--- src/rtl/exu_pg_pkg.sv ---
package exu_pg_pkg;
  typedef enum logic [1:0] {
    STRAT_EVERY   = 2'b00,
    STRAT_L1      = 2'b01,
    STRAT_L2      = 2'b10,
    STRAT_HINT_L2 = 2'b11
  } strat_e;

  typedef enum logic [1:0] {
    U_SLEEP  = 2'b00,
    U_WAKING = 2'b01,
    U_AWAKE  = 2'b10
  } ustate_e;
endpackage

--- src/rtl/exu_pg_pipe.sv ---
module exu_pg_pipe #(
  parameter int N_UNITS = 5
) (
  input  logic               clk_i,
  input  logic               rst_ni,
  input  logic               if_valid_i,
  input  logic [N_UNITS-1:0] if_use_i,
  input  logic               if_hint_i,
  input  logic               advance_i,
  output logic               id_valid_o,
  output logic [N_UNITS-1:0] id_use_o,
  output logic               ex_valid_o,
  output logic [N_UNITS-1:0] ex_use_o,
  output logic               ex_hint_o
);
  logic id_hint_q;

  always_ff @(posedge clk_i or negedge rst_ni) begin
    if (!rst_ni) begin
      id_valid_o <= 1'b0;
      id_use_o   <= '0;
      id_hint_q  <= 1'b0;
      ex_valid_o <= 1'b0;
      ex_use_o   <= '0;
      ex_hint_o  <= 1'b0;
    end else if (advance_i) begin
      id_valid_o <= if_valid_i;
      id_use_o   <= if_valid_i ? if_use_i : '0;
      id_hint_q  <= if_valid_i & if_hint_i;
      ex_valid_o <= id_valid_o;
      ex_use_o   <= id_use_o;
      ex_hint_o  <= id_hint_q;
    end
  end

  assert_hold_ex_R9: assert property (@(posedge clk_i) disable iff (!rst_ni)
    (!advance_i) |=> ($stable(ex_use_o) && $stable(ex_valid_o)));
endmodule

--- src/rtl/exu_pg_policy.sv ---
module exu_pg_policy
  import exu_pg_pkg::*;
#(
  parameter int N_UNITS = 5
) (
  input  logic               clk_i,
  input  logic               rst_ni,
  input  logic [1:0]         strategy_i,
  input  logic               l1_miss_i,
  input  logic               l2_miss_i,
  input  logic [N_UNITS-1:0] wake_req_i,
  input  logic               id_valid_i,
  input  logic [N_UNITS-1:0] id_use_i,
  input  logic               ex_valid_i,
  input  logic [N_UNITS-1:0] ex_use_i,
  input  logic               ex_hint_i,
  input  logic               stall_i,
  output logic [N_UNITS-1:0] sleep_evt_o,
  output logic [N_UNITS-1:0] in_use_o
);
  strat_e strat_q;
  logic   done;

  always_ff @(posedge clk_i or negedge rst_ni) begin
    if (!rst_ni)          strat_q <= STRAT_EVERY;
    else if (!ex_valid_i) strat_q <= strat_e'(strategy_i);
  end

  assign done = ex_valid_i & ~stall_i;

  always_comb begin
    in_use_o = wake_req_i
             | (id_valid_i ? id_use_i : '0)
             | ((ex_valid_i & stall_i) ? ex_use_i : '0);
    unique case (strat_q)
      STRAT_EVERY:   sleep_evt_o = done ? ex_use_i : '0;
      STRAT_L1:      sleep_evt_o = {N_UNITS{l1_miss_i}};
      STRAT_L2:      sleep_evt_o = {N_UNITS{l2_miss_i}};
      STRAT_HINT_L2: sleep_evt_o = {N_UNITS{l2_miss_i | (done & ex_hint_i)}};
      default:       sleep_evt_o = '0;
    endcase
  end

  assert_strat_frozen_R10: assert property (@(posedge clk_i) disable iff (!rst_ni)
    ex_valid_i |=> $stable(strat_q));
endmodule

--- src/rtl/exu_pg_unit.sv ---
module exu_pg_unit
  import exu_pg_pkg::*;
#(
  parameter int CNT_W = 8,
  parameter int LAT_W = 3
) (
  input  logic             clk_i,
  input  logic             rst_ni,
  input  logic             wake_req_i,
  input  logic             sleep_evt_i,
  input  logic             in_use_i,
  input  logic [LAT_W-1:0] wake_lat_i,
  input  logic [CNT_W-1:0] bet_i,
  output logic             sleep_o,
  output logic             ready_o,
  output logic             short_o
);
  localparam logic [CNT_W-1:0] CNT_MAX = '1;
  localparam logic [LAT_W-1:0] LAT_ONE = LAT_W'(1);

  ustate_e          state_q;
  logic [LAT_W-1:0] wcnt_q;
  logic [CNT_W-1:0] scnt_q;
  logic [CNT_W-1:0] scnt_inc;

  assign scnt_inc = (scnt_q == CNT_MAX) ? scnt_q : scnt_q + CNT_W'(1);

  always_ff @(posedge clk_i or negedge rst_ni) begin
    if (!rst_ni) begin
      state_q <= U_SLEEP;
      wcnt_q  <= '0;
      scnt_q  <= '0;
      short_o <= 1'b0;
    end else begin
      unique case (state_q)
        U_SLEEP: begin
          if (wake_req_i) begin
            short_o <= (scnt_inc < bet_i);
            if (wake_lat_i <= LAT_ONE) begin
              state_q <= U_AWAKE;
            end else begin
              state_q <= U_WAKING;
              wcnt_q  <= wake_lat_i - LAT_ONE;
            end
          end else begin
            scnt_q <= scnt_inc;
          end
        end
        U_WAKING: begin
          if (wcnt_q <= LAT_ONE) state_q <= U_AWAKE;
          else                   wcnt_q  <= wcnt_q - LAT_ONE;
        end
        U_AWAKE: begin
          if (sleep_evt_i && !in_use_i) begin
            state_q <= U_SLEEP;
            scnt_q  <= '0;
          end
        end
        default: state_q <= U_SLEEP;
      endcase
    end
  end

  assign sleep_o = (state_q == U_SLEEP);
  assign ready_o = (state_q == U_AWAKE);

  assert_wake_leaves_sleep_R2: assert property (@(posedge clk_i) disable iff (!rst_ni)
    (sleep_o && wake_req_i) |=> !sleep_o);
  assert_ready_no_rewake_R2: assert property (@(posedge clk_i) disable iff (!rst_ni)
    ready_o |=> (ready_o || sleep_o));
  assert_busy_stays_up_R8: assert property (@(posedge clk_i) disable iff (!rst_ni)
    (!sleep_o && in_use_i) |=> !sleep_o);
  assert_cnt_saturates_R11: assert property (@(posedge clk_i) disable iff (!rst_ni)
    (sleep_o && !wake_req_i && scnt_q == CNT_MAX) |=> (scnt_q == CNT_MAX));
endmodule

--- src/rtl/exu_pg_ctrl.sv ---
module exu_pg_ctrl #(
  parameter int N_UNITS = 5,
  parameter int CNT_W   = 8,
  parameter int LAT_W   = 3
) (
  input  logic                       clk_i,
  input  logic                       rst_ni,
  input  logic                       if_valid_i,
  input  logic [N_UNITS-1:0]         if_use_i,
  input  logic                       if_hint_i,
  input  logic                       l1_miss_i,
  input  logic                       l2_miss_i,
  input  logic [1:0]                 strategy_i,
  input  logic [LAT_W-1:0]           wake_lat_i,
  input  logic [N_UNITS*CNT_W-1:0]   bet_i,
  output logic [N_UNITS-1:0]         sleep_o,
  output logic [N_UNITS-1:0]         ready_o,
  output logic [N_UNITS-1:0]         short_sleep_o,
  output logic                       stall_o
);
  logic [N_UNITS-1:0] wake_req, id_use, ex_use, sleep_evt, in_use;
  logic               id_valid, ex_valid, ex_hint;

  assign wake_req = if_valid_i ? if_use_i : '0;
  assign stall_o  = ex_valid & |(ex_use & ~ready_o);

  exu_pg_pipe #(.N_UNITS(N_UNITS)) u_pipe (
    .clk_i      (clk_i),
    .rst_ni     (rst_ni),
    .if_valid_i (if_valid_i),
    .if_use_i   (if_use_i),
    .if_hint_i  (if_hint_i),
    .advance_i  (~stall_o),
    .id_valid_o (id_valid),
    .id_use_o   (id_use),
    .ex_valid_o (ex_valid),
    .ex_use_o   (ex_use),
    .ex_hint_o  (ex_hint)
  );

  exu_pg_policy #(.N_UNITS(N_UNITS)) u_policy (
    .clk_i       (clk_i),
    .rst_ni      (rst_ni),
    .strategy_i  (strategy_i),
    .l1_miss_i   (l1_miss_i),
    .l2_miss_i   (l2_miss_i),
    .wake_req_i  (wake_req),
    .id_valid_i  (id_valid),
    .id_use_i    (id_use),
    .ex_valid_i  (ex_valid),
    .ex_use_i    (ex_use),
    .ex_hint_i   (ex_hint),
    .stall_i     (stall_o),
    .sleep_evt_o (sleep_evt),
    .in_use_o    (in_use)
  );

  for (genvar g = 0; g < N_UNITS; g++) begin : g_unit
    exu_pg_unit #(.CNT_W(CNT_W), .LAT_W(LAT_W)) u_unit (
      .clk_i       (clk_i),
      .rst_ni      (rst_ni),
      .wake_req_i  (wake_req[g]),
      .sleep_evt_i (sleep_evt[g]),
      .in_use_i    (in_use[g]),
      .wake_lat_i  (wake_lat_i),
      .bet_i       (bet_i[g*CNT_W +: CNT_W]),
      .sleep_o     (sleep_o[g]),
      .ready_o     (ready_o[g]),
      .short_o     (short_sleep_o[g])
    );
  end

  assert_stall_unit_pending_R9: assert property (@(posedge clk_i) disable iff (!rst_ni)
    stall_o |-> (ex_valid && (ex_use & ~ready_o) != '0 && sleep_o != '1));
endmodule

--- config.mk ---
export PLATFORM = sky130hd
export DESIGN_NAME = exu_pg_ctrl
export DESIGN_NICKNAME = d
export VERILOG_FILES = /design/src/rtl/exu_pg_pkg.sv /design/src/rtl/exu_pg_pipe.sv /design/src/rtl/exu_pg_policy.sv /design/src/rtl/exu_pg_unit.sv /design/src/rtl/exu_pg_ctrl.sv
export SDC_FILE = /design/constraint.sdc
export NUM_CORES = 1
export LEC_CHECK = 0
export ABC_AREA = 0
export BUFFER_PORTS_ARGS = -buffer_cell sky130_fd_sc_hd__buf_2
export CORE_MARGIN = 2
export CORE_UTILIZATION = 54
export CTS_CLUSTER_SIZE = 10
export DETAILED_ROUTE_END_ITERATION = 12
export GPL_TIMING_DRIVEN = 0
export PLACE_DENSITY_LB_ADDON = 0.3
export REMOVE_ABC_BUFFERS = 1
export SKIP_CTS_REPAIR_TIMING = 1
export SYNTH_ARGS = -nofsm -noshare
export SYNTH_HDL_FRONTEND = slang
export SYNTH_SLANG_ARGS = --single-unit
--- constraint.sdc ---
create_clock -name clk_i -period 5.3 [get_ports clk_i]
set_input_delay 0.53 -clock clk_i [delete_from_list [all_inputs] [get_ports clk_i]]
set_output_delay 0.53 -clock clk_i [all_outputs]
set_load 0.02 [all_outputs]
-- Word level (Yosys, flattened, before mapping)
Cells that the tools add are included.
- $add $sub $neg: 11
- magnitude comparators: 11
- eq/ne operators: 48
- multiplexer cells: 62
- bitwise gates (word level): 11
- reduce and logical (&&, ||, !) cells: 47
- operators with widths (operator ; number):
    two-way mux 8 bit ; 15
    one-hot mux 8 bit (2 select lines) ; 5
    inequality test 2 bit, second input constant ; 25
    adder 8 x 1 -> 8 bit, second input constant ; 5
    equality test 8 bit, second input constant ; 5
    < comparator 8 bit ; 5
    two-way mux 3 bit ; 11
    two-way mux 2 bit ; 16
    one-hot mux 2 bit (3 select lines) ; 5
    one-hot mux 3 bit (2 select lines) ; 5
    AND reduction 3 bit ; 10
    two-way mux 5 bit ; 4
    one-hot mux 5 bit (4 select lines) ; 1
    AND reduction 4 bit ; 5
    nonzero test 2 bit ; 10
    less-or-equal comparator 3 x 1 -> 1 bit, second input constant ; 6
    subtractor 3 x 1 -> 3 bit, second input constant ; 6
    equality test 2 bit, second input constant ; 7
    equality test 2 x 1 -> 1 bit, second input constant ; 6
    logical NOT 2 bit ; 6
    inequality test 2 x 1 -> 1 bit, second input constant ; 5
    OR 5 bit ; 2
    AND reduction 2 bit ; 5
    bitwise AND 1 bit ; 5
    other kinds (7) ; 15
- flip-flop bits (word level): 86
- output and inout port bits: 16

-- Logic depth before layout (Yosys ltp)
Gate-level depths: netlist (run 1).
- word-level depth: 13
- mapped depth: 11

-- Cells and area by module
From an unflattened synthesis (run 1), not the netlist that was laid out.
- cells, all modules: 737
- area, all modules: 6696.4 um^2
- by module, submodules not included (module ; times used ; cells an instance ; area each (um^2)):
    exu_pg_unit (g_unit[0].u_unit ...) ; 4 ; 132 ; 1166.1
    exu_pg_unit (g_unit[4].u_unit) ; 1 ; 134 ; 1152.4
    exu_pg_pipe ; 1 ; 42 ; 569.3
    exu_pg_policy ; 1 ; 20 ; 219.0
    exu_pg_ctrl ; 1 ; 13 ; 91.3

-- Worst setup path after synthesis (run 1)
OpenSTA, ideal clock, no wires.
- path type: flip-flop to flip-flop
- start point: register g_unit[0].u_unit.scnt_q[3]
- end point: register g_unit[0].u_unit.short_o
- library setup time: 66 ps
- data arrival time: 2313 ps
- data required time: 5234 ps
- setup slack: 2921 ps
- stages on the path, launching flop included: 12
- path buffers: 1
- clock period less this slack: 2379 ps
- cell sequence: dfrtp_1 -> clkbuf_1 -> nand4_1 -> nor2_1 -> nor2_1 -> nand3_1 -> xnor2_1 -> ha_1 -> a21o_1 -> a21o_1 -> a211oi_1 -> a22o_1
- cells in the longest elaborated chain, start to end: 3
- elaborated cells on any way between the ends: 4
- those cells by class: 1 x add/sub; 1 x order compare; 1 x eq/ne; 1 x mux
- ends and longest elaborated chain (item ; RTL line ; text):
    start: declaration ; exu_pg_unit.sv:23 ; logic [CNT_W-1:0] scnt_q;
    start signal: assignment ; exu_pg_unit.sv:46 ; scnt_q <= scnt_inc;
    adder 8 x 1 -> 8 bit / equality test 8 bit (equally long branches) ; exu_pg_unit.sv:26 ; assign scnt_inc = (scnt_q == CNT_MAX) ? scnt_q : scnt_q + CNT_W'(1);
    two-way mux 8 bit (*) ; exu_pg_unit.sv:26 ;
    < comparator 8 bit (*) ; exu_pg_unit.sv:38 ; short_o <= (scnt_inc < bet_i);
    end signal: assignment ; exu_pg_unit.sv:38 ;
    end: declaration ; exu_pg_unit.sv:16 ; output logic short_o
Mark *: on every way between the ends. The rest lies on a longest branch, timed or not.
A chain may end at the register's enable or synchronous reset.

-- Final worst setup path (run 1)
- start point: register g_unit[4].u_unit.state_q[0]
- end point: output stall_o
- cells in the longest elaborated chain, start to end: 5
- ends and longest elaborated chain (item ; RTL line ; text):
    start: declaration ; exu_pg_unit.sv:21 ; ustate_e state_q;
    start signal: assignment ; exu_pg_unit.sv:30 ; state_q <= U_SLEEP;
    start signal: assignment ; exu_pg_unit.sv:40 ; state_q <= U_AWAKE;
    start signal: assignment ; exu_pg_unit.sv:42 ; state_q <= U_WAKING;
    equality test 2 bit ; exu_pg_unit.sv:65 ; assign ready_o = (state_q == U_AWAKE);
    inverter 5 bit ; exu_pg_ctrl.sv:25 ; assign stall_o = ex_valid & |(ex_use & ~ready_o);
    bitwise AND 5 bit ; exu_pg_ctrl.sv:25 ;
    OR reduction 5 bit ; exu_pg_ctrl.sv:25 ;
    bitwise AND 1 bit ; exu_pg_ctrl.sv:25 ;
    end: declaration ; exu_pg_ctrl.sv:19 ; output logic stall_o
Every way passes these cells.

==> out/metrics.csv, run 1 <==
metric,value,unit
status,finished clean,
Die H,110,um
Final #Nets,857,
largest family of logic cells by synthesized area,compound AO/OA/AOI/OAI gates,
cell taking the most area after synthesis,dfrtp_1,
Slew headroom,0.144,
# IOs,72,
Fillers,936,
combinational share of power,0.482,
multiplexer area fraction after synthesis,0.0287,
leakage,0.00345,uW
DP HPWL,9.97,mm
highest-count cells in the layout ignoring fill and taps,"dfrtp_1 (86), nand2_1 (76), buf_2 (70)",
Via density,5.86,
pwr dens,512,nW/um^2
maximum clock insertion buffer count,2,
ant diodes,0,
Clock Latency Late Sink,0.34,ns
CP max FO,27,
Yosys reg bits,86,
Post-synth EDFFs,0,
f_max,0.328,GHz
DRT antenna net count,0,
wire length of the first global-routing pass,22.8,mm
post-route cell area,6770,um^2
TritonCTS clock tree,yes,
Max Slew Vio Count,0,
Synth Area in Compound Gates,0.223,
share of the synthesized area in the top cell type,0.353,
data arrival time of the worst path,2.51,ns
crit path time final,3.04,ns
syn_area_per_cell,8.76,um^2
sequential area share after synthesis,0.353,
# port buffers,71,
Netlist Area Pre-Place,6100,um^2
share of cells above drive strength 1,0.147,
max_cap viols,0,
Die W,110,um
total congestion overflow,0,
clock skew,0.00698,ns
final WL,13.4,mm
Synth Area in Simple Gates,0.193,
"Top FF cell, synth",dfrtp_1,
initial antenna violation count,0,
Internal,1960,uW
Mapped Cells,697,
drt drc,0,
Setup Total Neg Slack,0,ns
Initial DRT Pass Iterations,4,
Sw Share,0.435,
synth unique cells,62,
Starting Density,0.558,
Clock H-tree levels,3,
overall via count from detail_route,5235,
Clock Tree Root,clkbuf_16,
TritonCTS Buffers,9,
clk sinks,86,
NetSw,1510,uW
core area,10900,um^2
synthesized-area fraction occupied by adder cells,0.105,
asr flop ratio synth,1.00,
WS Path Type,reg2out,
clock power share,0.171,
placed cell areas,6500,um^2
worst path required time,4.77,ns
CP Capture Type,primary output,
"Hold Vio Cnt, Final",0,
Yosys Warn Count,0,
worst min-delay path class,in2async,
Inst Count DP,879,
area grow syn2layout,10.8,%
startpoint class of the critical path,flop,
ranking of synthesized cells by area,"dfrtp_1 (35%), ha_1 (10%), nand2_1 (4.7%), o21ai_0 (4.3%), inv_1 (3.8%)",
final worst setup slack,2.26,ns
sequential share of power,0.347,
"most common cell after layout, fill and taps aside",dfrtp_1,
"Clk pin slew, worst setup/hold paths",0.06,ns
worst slew pin tran,1.28,ns
Final Non-Filler Cells,894,
Hold Slack,0.0884,ns
VDD IR-drop max,0.000233,V
pin count of the biggest net entering global routing,66,
GPL Wtd Cong,0.885,
gr usage total,0.237,
drt wl/cell,15.0,um
final worst-path cycle share,0.574,
XOR/XNOR share of the synthesized area,0.0316,
RSZ-0062 raised after global routing,no,
DR iter-0 viols,198,
# rows,38,
Place WS,2.54,ns
Die ar.,12200,um^2
vias in the first global route,5016,
final setup fails,0,
[worst max-delay path, cell delays in order, from the launching register on]
cell,delay (ns)
dfrtp_1,0.44
nand2b_1,0.25
nand2_1,0.12
a31oi_2,1.03
buf_2,0.33
[cells in the mapped netlist, types with 8 or more instances]
| master | n |
|---|---|
| a211o_1 | 14 |
| nand2_1 | 76 |
| and3_1 | 16 |
| o21a_1 | 9 |
| buf_4 | 15 |
| nand4_1 | 10 |
| a22o_1 | 18 |
| nor2_1 | 46 |
| mux2_2 | 12 |
| and2_1 | 9 |
| clkbuf_1 | 13 |
| nand2b_1 | 8 |
| a211oi_1 | 10 |
| nand3_1 | 35 |
| inv_1 | 62 |
| dfrtp_1 | 86 |
| ha_1 | 51 |
| xor2_1 | 8 |
| xnor2_1 | 14 |
| nor3_1 | 13 |
| a21o_1 | 12 |
| o21ai_0 | 52 |
| a21oi_1 | 25 |
[state kept, by name (all words and copies together) (netlist names)]
name / flops
g_unit.u_unit.scnt_q: 40
g_unit.u_unit.short_o: 5
g_unit.u_unit.state_q: 10
g_unit.u_unit.wcnt_q: 15
u_pipe.ex_hint_o: 1
u_pipe.ex_use_o: 5
u_pipe.ex_valid_o: 1
u_pipe.id_hint_q: 1
u_pipe.id_use_o: 5
u_pipe.id_valid_o: 1
u_policy.strat_q: 2
[path summary, 6_finish.rpt]
path                                                         start                                 endpoint  slack (ns)  cells after the start
hold / removal                                              rst_ni   g_unit[4].u_unit.scnt_q[6]$_DFFE_PN0P_        0.09                      1
hold reg to reg             g_unit[4].u_unit.wcnt_q[2]$_DFFE_PN0P_   g_unit[4].u_unit.wcnt_q[2]$_DFFE_PN0P_        0.49                      2
min in group clk_i                                   strategy_i[0]          u_policy.strat_q[0]$_DFFE_PN0N_        0.43                      2
setup reg to reg           g_unit[4].u_unit.state_q[0]$_DFFE_PN0P_   g_unit[2].u_unit.scnt_q[1]$_DFFE_PN0P_        2.54                      6
setup / recovery           g_unit[4].u_unit.state_q[0]$_DFFE_PN0P_                                  stall_o        2.26                      4
max in group asynchronous                                   rst_ni  g_unit[3].u_unit.state_q[0]$_DFFE_PN0P_        4.59                      2
[through the flow]
stage / total power [uW] / utilization
2_1_floorplan: 2400 / -
3_3_place_gp: 2740 / 0.591
3_5_place_dp: 2860 / 0.594
4_1_cts: 3470 / 0.619
5_1_grt: 3770 / 0.619
6_report: 3460 / 0.619
[metal layers]
| layer | wire length (um) | track usage |
|---|---|---|
| met4 | 182 | 0.0777 |
| met1 | 6160 | 0.306 |
| met3 | 540 | 0.0388 |
| met2 | 6490 | 0.407 |
| met5 | 0 | 0 |
[final cells by class]
class                      instances  area, um^2  area share
tap                              140         175      0.0259
timing repair buffer              72         385      0.0570
clock inverter                     1        5.00    0.000740
multi-input combinational        519        3550       0.525
inverter                          62         233      0.0344
clock buffer                      14         264      0.0390
sequential                        86        2150       0.318
[kinds of logic (layout without fill, tap and decap cells)]
logic type      after synthesis  count (layout)
mux                          16              16
xor+xnor                     22              22
compound gates              191             191
simple gates                239             239
buf+inv                      92             149
flops                        86              86
fa+ha+maj                    51              51
[power by group through the flow]
stage	sequential [uW]	combinational, uW	clock (uW)
global placement	1180	1560	0
global route	1250	1890	627
floorplan	1160	1250	0
finish	1200	1670	592
CTS	1200	1680	602
detailed placement	1200	1660	0
No activity file was read; power rests on OpenSTA's default activity.
==> inputs of run 2 (changes only) <==
- clock period: 5.3 -> 2.6 ns (I/O delays scaled with it)
==> run 2 against run 1 <==
Against the previous run: critical path depth is 7 higher; largest cell class unchanged; sequential share of layout area is 0.68 points lower; non-clock buffer count is 3 higher; first-iteration DRC count is 18% higher; via count is 1.8% higher.
==> out/metrics.csv, run 2 (synthesis results as in run 1) <==
metric,value,unit,change
TritonCTS Buffers,9,,unchanged
drt drc,0,,unchanged
VDD IR-drop max,0.000510,V,was 0.000233 V
share of cells above drive strength 1,0.179,,was 0.147
area grow syn2layout,13.4,%,was 10.8%
"most common cell after layout, fill and taps aside",dfrtp_1,,unchanged
Via density,5.93,,was 5.86
DR iter-0 viols,234,,was 198
highest-count cells in the layout ignoring fill and taps,"dfrtp_1 (83), nand2_1 (76), buf_2 (70)",,"was dfrtp_1 (86), nand2_1 (76), buf_2 (70)"
final worst-path cycle share,0.945,,
GPL Wtd Cong,0.885,,unchanged
clk sinks,86,,unchanged
Initial DRT Pass Iterations,5,,was 4
overall via count from detail_route,5328,,was 5235
vias in the first global route,5016,,unchanged
CP max FO,6,,was 27
total congestion overflow,0,,unchanged
"Clk pin slew, worst setup/hold paths",0.06,ns,about the same
worst slew pin tran,0.953,ns,was 1.28 ns
Clock Tree Root,clkbuf_16,,unchanged
Final #Nets,861,,was 857
Slew headroom,0.360,,was 0.144
Starting Density,0.558,,unchanged
core area,10900,um^2,unchanged
wire length of the first global-routing pass,22.8,mm,unchanged
data arrival time of the worst path,2.74,ns,was 2.51 ns
DP HPWL,9.97,mm,unchanged
"Largest stage delay, worst path",0.44,ns,was 1.03 ns
pwr dens,1040,nW/um^2,was 512 nW/um^2
Max Slew Vio Count,0,,unchanged
final WL,13.7,mm,was 13.4 mm
DRT antenna net count,0,,unchanged
"Critical Path, Cell by Cell",ha_1 > nand3_1 > nor2_4 > nor2_4 > nand3_1 > xnor2_2 > ha_1 > a21o_1 > a21o_1 > a211oi_2 > a22o_1,,was nand2b_1 > nand2_1 > a31oi_2 > buf_2
startpoint class of the critical path,flop,,unchanged
Die ar.,12200,um^2,unchanged
pin count of the biggest net entering global routing,66,,unchanged
Clock Latency Late Sink,0.34,ns,about the same
leakage,0.00348,uW,was 0.00345 uW
# IOs,72,,unchanged
CP Capture Type,flop,,was primary output
Inst Count DP,879,,unchanged
clock skew,0.00616,ns,was 0.00698 ns
Worst path slowest cell,dfrtp_2,,was a31oi_2
worst path required time,2.88,ns,was 4.77 ns
max_cap viols,0,,unchanged
maximum clock insertion buffer count,2,,unchanged
"Hold Vio Cnt, Final",0,,unchanged
Die W,110,um,unchanged
crit path time final,2.46,ns,
worst min-delay path class,in2reg,,was in2async
gr usage total,0.237,,unchanged
"Buf+Inv Stages, Crit Path",0,,was 1
Die H,110,um,unchanged
Top reg by flops,g_unit.u_unit.scnt_q,,unchanged
ant diodes,0,,unchanged
WS Path Type,reg2reg,,was reg2out
TritonCTS clock tree,yes,,unchanged
Clock H-tree levels,3,,unchanged
# rows,38,,unchanged
Tot Pwr,7180,uW,was 3460 uW
Final Non-Filler Cells,898,,was 894
Largest register FFs,40,,unchanged
Fillers,919,,was 936
final setup fails,0,,unchanged
# port buffers,71,,unchanged
f_max,0.407,GHz,
drt wl/cell,15.3,um,was 15.0 um
initial antenna violation count,0,,unchanged
"CP delay by family, top",compound AO/OA/AOI/OAI gates,,unchanged
top flop regs,"g_unit.u_unit.scnt_q: 40 flops, g_unit.u_unit.wcnt_q: 15 flops, g_unit.u_unit.state_q: 10 flops",,unchanged
Setup Total Neg Slack,0,ns,unchanged
status,finished clean,,unchanged
## run 2: layout make-up
| cell class | count | area (um^2) | share of cell area |
|---|---|---|---|
| clock buffer | 14 | 264 | 0.0381 |
| clock inverter | 1 | 5.00 | 0.000723 |
| inverter | 62 | 233 | 0.0336 |
| multi-input combinational | 520 | 3680 | 0.532 |
| sequential | 86 | 2160 | 0.311 |
| tap | 140 | 175 | 0.0253 |
| timing repair buffer | 75 | 410 | 0.0593 |
## run 2: worst reg2reg max path: stages, from the launching register on
cell and delay (ns):
dfrtp_2 0.44, ha_1 0.23, nand3_1 0.14, nor2_4 0.08, nor2_4 0.15, nand3_1 0.14, xnor2_2 0.19, ha_1 0.33
a21o_1 0.16, a21o_1 0.18, a211oi_2 0.21, a22o_1 0.14
## run 2: path summary, 6_finish.rpt
path / from / endpoint / slack [ns] / cells past startpoint
max: g_unit[2].u_unit.scnt_q[0]$_DFFE_PN0P_ / g_unit[2].u_unit.short_o$_DFFE_PN0P_ / 0.14 / 11
min: strategy_i[0] / u_policy.strat_q[0]$_DFFE_PN0N_ / 0.15 / 2
max reg2reg: g_unit[2].u_unit.scnt_q[0]$_DFFE_PN0P_ / g_unit[2].u_unit.short_o$_DFFE_PN0P_ / 0.14 / 11
min reg2reg: g_unit[4].u_unit.wcnt_q[2]$_DFFE_PN0P_ / g_unit[4].u_unit.wcnt_q[2]$_DFFE_PN0P_ / 0.49 / 2
max in group asynchronous: rst_ni / g_unit[2].u_unit.scnt_q[0]$_DFFE_PN0P_ / 1.58 / 3
min in group asynchronous: rst_ni / g_unit[4].u_unit.scnt_q[6]$_DFFE_PN0P_ / 0.37 / 2
## run 2: per-layer routing
metal  up-vias  routed length (um)  global-route usage
met5         -                   0                   0
met4         0                 181              0.0777
met3        14                 580              0.0388
met2       115                6700               0.407
met1      2584                6240               0.306
li1       2615                   -                   -
## run 2: stage by stage
stage | hold slack, ns | area, um^2 | setup slack, ns | utilization
3_5_place_dp | 0.182 | 6500 | -0.163 | 0.594
5_1_grt | 0.152 | 6930 | -0.0164 | 0.633
4_1_cts | -0.180 | 6770 | -0.206 | 0.619
3_3_place_gp | 0.470 | 6470 | -0.0932 | 0.591
6_report | 0.155 | 6930 | 0.142 | 0.633
2_1_floorplan | -0.0356 | 5940 | 0.228 | -
## run 2: power breakdown
group          switching (uW)  total, uW  internal (uW)
clock                     518       1210            695
sequential                608       2470           1860
combinational            2020       3500           1480
==> inputs of run 3 (changes only) <==
- clock period: 2.6 -> 2.4 ns (I/O delays scaled with it)
==> run 3 against run 2 <==
Against the previous run: maximum frequency is 5.0% higher; total power rose by 16%; clock power grew 8%; non-clock buffer count up 29; hold slack worse by 0.016 ns; utilization up 3.0 points; sequential cell count did not move; final area grew 4.7%; die area is the same; via count grew 2.8%; sequential share of layout area shrank 1.3 points; critical endpoint is now g_unit[4].u_unit.short_o$_DFFE_PN0P_.
==> out/metrics.csv, run 3 (synthesis results as in run 1) <==
metric,value,unit,change
core area,10900,um^2,unchanged
Final #Nets,890,,was 861
drt wl/cell,15.7,um,was 15.3 um
placed cell areas,6500,um^2,unchanged
total congestion overflow,0,,unchanged
worst min-delay path class,in2reg,,unchanged
CP Capture Type,flop,,unchanged
Clock Latency Late Sink,0.34,ns,about the same
Largest register FFs,40,,unchanged
Via density,5.91,,was 5.93
maximum clock insertion buffer count,2,,unchanged
vias in the first global route,5016,,unchanged
crit path time final,2.34,ns,was 2.46 ns
# port buffers,71,,unchanged
# rows,38,,unchanged
worst slew pin tran,0.965,ns,was 0.953 ns
Util after Layout,0.663,,was 0.633
WS Path Type,reg2reg,,unchanged
final WL,14.6,mm,was 13.7 mm
Worst R2R Start,g_unit[4].u_unit.scnt_q[0]$_DFFE_PN0P_,,was g_unit[2].u_unit.scnt_q[0]$_DFFE_PN0P_
gr usage total,0.237,,unchanged
wire length of the first global-routing pass,22.8,mm,unchanged
"most common cell after layout, fill and taps aside",nand2_1,,was dfrtp_1
Clock H-tree levels,3,,unchanged
DRT antenna net count,0,,unchanged
max_cap viols,0,,unchanged
area grow syn2layout,18.8,%,was 13.4%
Final Non-Filler Cells,927,,was 898
Fillers,889,,was 919
GPL Wtd Cong,0.885,,unchanged
final worst setup slack,0.0584,ns,was 0.142 ns
CP max FO,6,,unchanged
share of cells above drive strength 1,0.239,,was 0.179
ant diodes,0,,unchanged
pwr dens,1150,nW/um^2,was 1040 nW/um^2
VDD IR-drop max,0.000553,V,was 0.000510 V
clock skew,0.00385,ns,was 0.00616 ns
Initial DRT Pass Iterations,4,,was 5
Die H,110,um,unchanged
"Largest stage delay, worst path",0.41,ns,was 0.44 ns
worst hold path startpoint,strategy_i[0],,unchanged
data arrival time of the worst path,2.57,ns,was 2.74 ns
Die W,110,um,unchanged
top flop regs,"g_unit.u_unit.scnt_q: 40 flops, g_unit.u_unit.wcnt_q: 15 flops, g_unit.u_unit.state_q: 10 flops",,unchanged
DP HPWL,9.97,mm,unchanged
clk sinks,86,,unchanged
TritonCTS Buffers,9,,unchanged
Slew headroom,0.352,,was 0.360
Worst path slowest cell,dfrtp_2,,unchanged
pin count of the biggest net entering global routing,66,,unchanged
Die ar.,12200,um^2,unchanged
Setup Total Neg Slack,0,ns,unchanged
"Clk pin slew, worst setup/hold paths",0.06,ns,about the same
leakage,0.00362,uW,was 0.00348 uW
status,finished clean,,unchanged
Max Slew Vio Count,0,,unchanged
Top reg by flops,g_unit.u_unit.scnt_q,,unchanged
post-route cell area,7250,um^2,was 6930 um^2
initial antenna violation count,0,,unchanged
Inst Count DP,879,,unchanged
DR iter-0 viols,301,,was 234
TritonCTS clock tree,yes,,unchanged
highest-count cells in the layout ignoring fill and taps,"nand2_1 (76), dfrtp_1 (75), buf_2 (70)",,"was dfrtp_1 (83), nand2_1 (76), buf_2 (70)"
f_max,0.427,GHz,was 0.407 GHz
# IOs,72,,unchanged
Setup crit start,g_unit[4].u_unit.scnt_q[0]$_DFFE_PN0P_,,was g_unit[2].u_unit.scnt_q[0]$_DFFE_PN0P_
"Critical Path, Cell by Cell",ha_4 > and2_4 > nand4_1 > buf_4 > mux2_4 > ha_1 > nand2_1 > a21oi_2 > o21ai_1 > a41o_1,,was ha_1 > nand3_1 > nor2_4 > nor2_4 > nand3_1 > xnor2_2 > ha_1 > a21o_1 > a21o_1 > a211oi_2 > a22o_1
Place WS,-0.363,ns,was -0.163 ns
final worst-path cycle share,0.976,,was 0.945
overall via count from detail_route,5479,,was 5328
Clock Tree Root,clkbuf_16,,unchanged
drt drc,0,,unchanged
Starting Density,0.558,,unchanged
startpoint class of the critical path,flop,,unchanged
"Hold Vio Cnt, Final",0,,unchanged
worst path required time,2.63,ns,was 2.88 ns
final setup fails,0,,unchanged
run 3: per-stage QoR:
| stage | power (uW) | hold slack (ns) |
|---|---|---|
| finish | 8350 | 0.139 |
| global route | 9050 | 0.132 |
| CTS | 7670 | -0.200 |
| detailed placement | 6320 | 0.162 |
| global placement | 6060 | 0.470 |
| floorplan | 5310 | -0.0556 |
run 3: worst paths after layout:
| kind | endpoint | slack [ns] | cells after the start |
|---|---|---|---|
| min in group asynchronous | g_unit[4].u_unit.scnt_q[7]$_DFFE_PN0P_ | 0.35 | 2 |
| setup / recovery | g_unit[4].u_unit.short_o$_DFFE_PN0P_ | 0.06 | 10 |
| hold reg to reg | g_unit[4].u_unit.wcnt_q[2]$_DFFE_PN0P_ | 0.48 | 2 |
| hold / removal | u_policy.strat_q[0]$_DFFE_PN0N_ | 0.14 | 2 |
| max in group asynchronous | g_unit[1].u_unit.scnt_q[4]$_DFFE_PN0P_ | 1.39 | 3 |
| setup reg to reg | g_unit[4].u_unit.short_o$_DFFE_PN0P_ | 0.06 | 10 |
run 3: cell type report:
cell class / instances / area, um^2 / share of cell area
flip-flops and latches: 86 / 2170 / 0.299
repair buffers: 104 / 628 / 0.0866
clock buffers: 14 / 264 / 0.0364
multi-input cells: 520 / 3780 / 0.521
inverters: 62 / 233 / 0.0321
clock inverters: 1 / 5.00 / 0.000690
well taps: 140 / 175 / 0.0242
run 3: power by group:
| part | internal, uW | switching (uW) |
|---|---|---|
| combinational | 1980 | 2380 |
| sequential | 2020 | 671 |
| clock | 752 | 553 |
| total | 4750 | 3600 |
run 3: metal layers:
metal  wire length [um]  vias to the layer above  share of wire  global-route usage
met2               7240                      152           0.50               0.407
met1               6400                     2637           0.44               0.306
met4                274                        0          0.019              0.0777
met5                  0                        -              0                   0
li1                   -                     2666              -                   -
met3                646                       24          0.044              0.0388
run 3: critical path, delay by kind of cell (launching register included):
kind | cells | cell delay, ns
AOI/OAI and AO/OA | 3 | 0.40
adders and majority gates | 2 | 0.44
and+or+nand+nor | 3 | 0.43
DFF | 1 | 0.41
muxes | 1 | 0.31
buffers and inverters | 1 | 0.23
